$ cat config.mk
export PLATFORM = sky130hd
export DESIGN_NAME = exc_arbiter
export DESIGN_NICKNAME = d
export VERILOG_FILES = /design/src/rtl/exc_arb_pkg.sv /design/src/rtl/exc_ext_sync.sv /design/src/rtl/exc_prio_pick.sv /design/src/rtl/exc_arbiter.sv
export SDC_FILE = /design/constraint.sdc
export NUM_CORES = 1
export LEC_CHECK = 0
export ABC_AREA = 0
export CAP_MARGIN = 0
export CORE_ASPECT_RATIO = 0.7
export CORE_MARGIN = 2
export CORE_UTILIZATION = 30
export DETAILED_ROUTE_END_ITERATION = 8
export PLACE_DENSITY = 0.65
export SYNTH_ARGS = -nofsm -noshare
export SYNTH_HDL_FRONTEND = slang
export SYNTH_SLANG_ARGS = --single-unit
$ cat constraint.sdc
create_clock -name clk -period 2.2 [get_ports clk]
set_input_delay 0.66 -clock clk [delete_from_list [all_inputs] [get_ports clk]]
set_output_delay 0.66 -clock clk [all_outputs]
set_load 0.005 [all_outputs]
$ cat src/rtl/exc_arb_pkg.sv
package exc_arb_pkg;

    typedef struct packed {
        logic s1;
        logic s2;
        logic s3;
        logic pend;
    } sync_st_t;

    localparam logic [1:0] MASK_OPEN = 2'b00;
    localparam logic [1:0] MASK_LO   = 2'b01;
    localparam logic [1:0] MASK_HI   = 2'b11;

endpackage

$ cat src/rtl/exc_ext_sync.sv
module exc_ext_sync
    import exc_arb_pkg::*;
(
    input  logic clk,
    input  logic rst_n,
    input  logic pin_i,
    input  logic edge_i,
    input  logic taken_i,
    output logic req_o
);

    sync_st_t st_d, st_q;
    logic     rise;

    always_comb begin
        st_d    = st_q;
        st_d.s1 = pin_i;
        st_d.s2 = st_q.s1;
        st_d.s3 = st_q.s2;
        rise    = st_q.s2 & ~st_q.s3;
        req_o   = edge_i ? (st_q.pend | rise) : st_q.s2;
        st_d.pend = edge_i & (st_q.pend | rise) & ~taken_i;
    end

    always_ff @(posedge clk or negedge rst_n) begin
        if (!rst_n) st_q <= '0;
        else        st_q <= st_d;
    end


    pend_hold_chk: assert property (@(posedge clk) disable iff (!rst_n)
        (edge_i && st_q.pend && !taken_i) |=> st_q.pend);


    pend_req_chk: assert property (@(posedge clk) disable iff (!rst_n)
        (edge_i && st_q.pend) |-> req_o);

endmodule

$ cat src/rtl/exc_prio_pick.sv
module exc_prio_pick #(
    parameter int N = 6
) (
    input  logic [N-1:0] req_i,
    input  logic [N-1:0] lvl_i,
    input  logic         allow_lo_i,
    output logic [N-1:0] gnt_o,
    output logic         hit_o,
    output logic         hi_o
);

    logic [N-1:0] elig, hi_req;
    logic [N:0]   blk_hi, blk_any;
    logic [N-1:0] gnt_hi, gnt_any;

    assign elig   = req_i & (lvl_i | {N{allow_lo_i}});
    assign hi_req = req_i & lvl_i;
    assign blk_hi[0]  = 1'b0;
    assign blk_any[0] = 1'b0;

    for (genvar i = 0; i < N; i++) begin : g_chain
        assign gnt_hi[i]    = hi_req[i] & ~blk_hi[i];
        assign gnt_any[i]   = elig[i]   & ~blk_any[i];
        assign blk_hi[i+1]  = blk_hi[i]  | hi_req[i];
        assign blk_any[i+1] = blk_any[i] | elig[i];
    end

    assign hi_o  = blk_hi[N];
    assign hit_o = blk_any[N];
    assign gnt_o = hi_o ? gnt_hi : gnt_any;

    always_comb begin

        gnt_onehot_chk: assert ($onehot0(gnt_o));

        gnt_legal_chk: assert ((gnt_o & ~elig) == '0);
    end

endmodule

$ cat src/rtl/exc_arbiter.sv
module exc_arbiter
    import exc_arb_pkg::*;
#(
    parameter int          NPER     = 4,
    parameter int          VW       = 8,
    parameter int unsigned VEC_A    = 16,
    parameter int unsigned VEC_STEP = 2
) (
    input  logic                clk,
    input  logic                rst_n,
    input  logic                pin_a_i,
    input  logic                pin_b_i,
    input  logic [1:0]          edge_sel_i,
    input  logic [1:0]          pin_lvl_i,
    input  logic [NPER-1:0]     per_req_i,
    input  logic [NPER-1:0]     per_lvl_i,
    input  logic [NPER*VW-1:0]  per_vec_i,
    input  logic [1:0]          sr_mask_i,
    output logic                take_o,
    output logic [VW-1:0]       vec_o,
    output logic [1:0]          mask_o
);

    localparam int NSRC = NPER + 2;
    localparam logic [VW-1:0] VEC_PIN_A = VW'(VEC_A);
    localparam logic [VW-1:0] VEC_PIN_B = VW'(VEC_A + VEC_STEP);

    typedef struct packed {
        logic          take;
        logic [VW-1:0] vec;
        logic [1:0]    mask;
    } out_st_t;

    out_st_t          out_d, out_q;
    logic [1:0]       pin_req;
    logic [NSRC-1:0]  src_req, src_lvl, gnt;
    logic             hit, hi;

    exc_ext_sync u_sync_a (
        .clk(clk), .rst_n(rst_n), .pin_i(pin_a_i), .edge_i(edge_sel_i[0]),
        .taken_i(gnt[0]), .req_o(pin_req[0])
    );

    exc_ext_sync u_sync_b (
        .clk(clk), .rst_n(rst_n), .pin_i(pin_b_i), .edge_i(edge_sel_i[1]),
        .taken_i(gnt[1]), .req_o(pin_req[1])
    );

    assign src_req = {per_req_i, pin_req};
    assign src_lvl = {per_lvl_i, pin_lvl_i};

    exc_prio_pick #(.N(NSRC)) u_pick (
        .req_i(src_req), .lvl_i(src_lvl), .allow_lo_i(sr_mask_i == MASK_OPEN),
        .gnt_o(gnt), .hit_o(hit), .hi_o(hi)
    );

    always_comb begin
        out_d      = '0;
        out_d.take = hit;
        if (hit) out_d.mask = hi ? MASK_HI : MASK_LO;
        if (gnt[0]) out_d.vec = VEC_PIN_A;
        if (gnt[1]) out_d.vec = VEC_PIN_B;
        for (int i = 0; i < NPER; i++) begin
            if (gnt[i+2]) out_d.vec = per_vec_i[i*VW +: VW];
        end
    end

    always_ff @(posedge clk or negedge rst_n) begin
        if (!rst_n) out_q <= '0;
        else        out_q <= out_d;
    end

    assign take_o = out_q.take;
    assign vec_o  = out_q.vec;
    assign mask_o = out_q.mask;


    mask_raise_chk: assert property (@(posedge clk) disable iff (!rst_n)
        take_o |-> (mask_o == MASK_LO || mask_o == MASK_HI));


    lo_open_chk: assert property (@(posedge clk) disable iff (!rst_n)
        (take_o && mask_o == MASK_LO) |-> $past(sr_mask_i) == MASK_OPEN);


    idle_zero_chk: assert property (@(posedge clk) disable iff (!rst_n)
        !take_o |-> (vec_o == '0 && mask_o == '0));


    reset_quiet_chk: assert property (@(posedge clk)
        !rst_n |=> !take_o);

endmodule

==> results of run 1 <==
-- flip-flops by register name, indices dropped and copies added, names as in the netlist --
name / cells
vec_o: 8
mask_o: 2
u_sync_a.st_d: 2
u_sync_a.st_q: 2
u_sync_b.st_d: 2
u_sync_b.st_q: 2
-- cells in the final DEF (no fill, tap or decap), types with 3 or more instances in the layout --
cell type / instances
clkdlybuf4s50_1: 54
buf_4: 25
dfrtp_1: 18
nand2_1: 14
o21ai_0: 8
o22ai_1: 8
nor2_1: 6
a31oi_1: 6
a21oi_1: 4
clkbuf_8: 4
and2_4: 3
a22oi_1: 3
inv_1: 3
nand3_1: 3
dlymetal6s2s_1: 3
-- metrics by stage --
step | setup TNS, ns | hold slack, ns | util, % | cell area (um2) | setup slack (ns)
after CTS | 0 | 0.3584 | 59.14 | 1887 | 0.001537
final | 0 | 0.3547 | 61.06 | 1948 | 0.05283
after global placement | -3.656 | 0.3358 | 56.78 | 1812 | -0.4277
after global routing | -0.01486 | 0.3719 | 61.06 | 1948 | -0.01486
after detailed placement | -4.164 | 0.3355 | 56.78 | 1812 | -0.5061
after floorplan | -0.3031 | 0.3312 | - | 1013 | -0.04326
-- timing repair --
action                                  CTS  global route
gates resized for setup                   8            13
cloned                                    1             0
endpoints found under the setup margin    8             8
pin swaps                                 8             9
setup buffers                             0             1
-- logic make-up (layout without fill, tap and decap cells) --
| family | after synthesis | after routing | synth area share, % |
|---|---|---|---|
| simple gates | 39 | 40 | 21.48 |
| compound gates | 43 | 43 | 29.02 |
| flops | 18 | 18 | 44.44 |
| mux | 1 | 1 | 0.9877 |
| buf+inv | 6 | 92 | 4.074 |
-- power groups by stage --
| stage | Clock, mW | Combinational (mW) | Sequential [mW] |
|---|---|---|---|
| after floorplan | 0 | 0.0928 | 0.380 |
| after global placement | 0 | 0.294 | 0.377 |
| after detailed placement | 0 | 0.299 | 0.378 |
| after CTS | 0.275 | 0.305 | 0.372 |
| after global routing | 0.292 | 0.342 | 0.375 |
| final | 0.266 | 0.316 | 0.372 |
-- metal layers --
metal  routed length (um)  vias to the layer above  GRT usage, %
met2                 1541                       67         30.65
met5                    0                        -             0
met3                  346                        8         6.923
met1                 1529                      557         23.88
li1                     -                      583             -
met4                   57                        0         4.242
-- final cells by class --
class                           count  share of cell area, %
Multi-Input combinational cell     84                  30.57
Sequential cell                    18                  23.12
Timing Repair Buffer               85                  40.46
Tap cell                           38                  2.441
Clock buffer                        4                  2.826
Inverter                            3                 0.5780
-- worst paths after layout --
kind                                                  from                         end  slack [ns]  depth (start not counted)
worst max-delay path                         edge_sel_i[1]          vec_o[3]$_DFF_PN0_        0.05                          7
worst min-delay path            u_sync_b.st_d[2]$_DFF_PN0_  u_sync_b.st_d[1]$_DFF_PN0_        0.35                          0
worst max register to register  u_sync_a.st_d[1]$_DFF_PN0_          vec_o[3]$_DFF_PN0_        0.26                          6
worst min register to register  u_sync_b.st_d[2]$_DFF_PN0_  u_sync_b.st_d[1]$_DFF_PN0_        0.35                          0
max in group asynchronous                            rst_n  u_sync_b.st_d[1]$_DFF_PN0_        1.27                          2
min in group asynchronous                            rst_n         mask_o[1]$_DFF_PN0_        0.73                          2
==> impl_summary.txt, run 1 <==
----------------------------------------------------
[Clocking]
  Buffer type at the clock tree root ... clkbuf_8
  Insertion delay to the later sink of the worst-skew pair ... 0.25 ns
  Number of CTS-inserted buffers ... 3
  Clock slew seen by the registers of the worst setup and hold paths ... 0.07 ns
  Clock tree from TritonCTS ... yes
  Cts-stage hold buffer count ... 0
  Clock net sink count ... 18
  Worst-case clock buffer depth ... 2
  Number of H-tree levels ... 1

[Route]
  Residual DRC ... 0
  Final WL ... 3475 um
  Violation count after the first detailed-routing iteration ... 31
  Routed wirelength normalized by instance count ... 14.98 um
  Via-to-Cell Ratio ... 5.237
  Total number of vias ... 1,215
  Detailed-routing iteration count for the pre-antenna-repair pass ... 4
  Number of nets still failing antenna checks after routing ... 0

[Final layout]
  Layout-stage area growth over the synthesis result ... 92.22%
  Nets@finish ... 245
  Number of cells in the finished layout apart from fillers ... 232
  Diode insertion count for antenna repair ... 0
  Fraction of layout cells with a size suffix above 1 ... 27.84%
  # fillers ... 265
  Reg area ... 450.4 um2
  Footprint of the multi-input gates ... 595.6 um2

[Logic synthesis]
  Distinct cell type count after synthesis ... 33
  Instance count of the mapped netlist ... 107
  Biggest area contributors in the synthesized netlist ... dfrtp_1 (44%), nand2_1 (5.2%), a31oi_1 (4.9%)
  Portion of synthesized cell area occupied by the leading cell type ... 44.44%
  Mean post-synth cell area ... 9.472 um2
  FFs w/ async S/R, synth ... 100.0%
  Yosys warning count ... 0
  Count leader, synth ... dfrtp_1
  Sequential area share after synthesis ... 44.44%
  Most numerous cell types in the synthesized netlist ... dfrtp_1 (18), nand2_1 (14), a31oi_1 (8), o21ai_0 (8), o22ai_1 (8)
  Netlist Area Pre-Place ... 1013 um2
  Synth Net Count ... 157
  EDFF count, synth ... 0
  Largest area contributor in the netlist ... dfrtp_1
  Main flop type after synthesis ... dfrtp_1
  Number of flip-flops and latches in the synthesized netlist ... 18

[Global routing]
  Wire length of the first global-routing pass ... 5561 um
  Vias in the first global route ... 1,222
  Number of antenna violations at the first check in global routing ... 0
  Global-route usage over all layers ... 18.85%
  Maximum number of pins on one net before global-route repair ... 19
  Remaining Overflow, GRT ... 0

[Run status]
  Run status ... complete, no violations

[Place]
  Number of cells in the design after placement ... 226
  Post-DP HPWL ... 2694 um
  Placer Congestion ... 0.8830
  Count of input and output buffers ... 60

[Critical path]
  Worst-path fanout max ... 8
  Cells along the critical path ... dlygate4sd2_1, and2_4, or2_4, a22o_4, or3_4, and2_4, a31oi_1
  Critical Setup Path Class ... in -> reg
  Worst EP required ... 2.37 ns
  Crit path launch type ... input port
  Family with the most delay on the worst path ... simple AND/OR/NAND/NOR gates
  Crit. End Element ... register
  Largest incremental delay on the critical path ... 0.38 ns
  WP buf/inv ... 1
  Arrival time at the worst endpoint ... 2.32 ns
  Cell with the largest stage delay on the worst path ... or3_4
  Crit-path most repeated cell ... and2_4

[Power and ir drop]
  Power dissipated by switching net loads ... 0.2362 mW
  Design internal power ... 0.7175 mW
  Combinational Power Share ... 33.1%
  Sequential share of power ... 39.0%
  Switching Fraction ... 24.76%
  Static leakage power ... 0.8265 nW
  Maximum vdd drop ... 0.4290 mV
  Power Density ... 489.5 nW/um2
  Clock network fraction of design power ... 27.9%
  PnR Total Power ... 0.9537 mW

[Die]
  Area of the die ... 3867 um2
  I/O pin total ... 61
  Cell Rows ... 17
  Starting Density ... 31.76%
  Placeable core region ... 3191 um2
  Chip width ... 73.47 um
  Y dimension of the die ... 52.63 um

[Timing]
  Slew at the pin closest to its max-slew limit ... 0.3536 ns
  Final worst path period need ... 2.147 ns
  Final Max Slew Viols ... 0
  Fraction of the cycle the final worst path needs ... 97.60%
  Hold Violations, Final ... 0
  Worst-case headroom to the max-slew limit ... 75.81%
  Total setup violations reported at the end of the flow ... 0
  Setup skew after layout ... 0.004310 ns
  Achievable frequency ... 0.4657 GHz

[Hold path]
  Worst min-delay path category ... reg -> reg

[Run]
  Maximum Capacitance Violations ... 0

----------------------------------------------------
(Power assumes the default switching activity.)
==> run 2: changes to the inputs <==
--- a/config.mk
+++ b/config.mk
@@ -10,6 +10,7 @@
 export CORE_ASPECT_RATIO = 0.7
 export CORE_MARGIN = 2
 export CORE_UTILIZATION = 30
+export CTS_CLUSTER_DIAMETER = 150
 export DETAILED_ROUTE_END_ITERATION = 8
 export PLACE_DENSITY = 0.65
 export SYNTH_ARGS = -nofsm -noshare
==> results of run 2 <==
No change in the layout: final DEF, timing and power equal those of run 1.
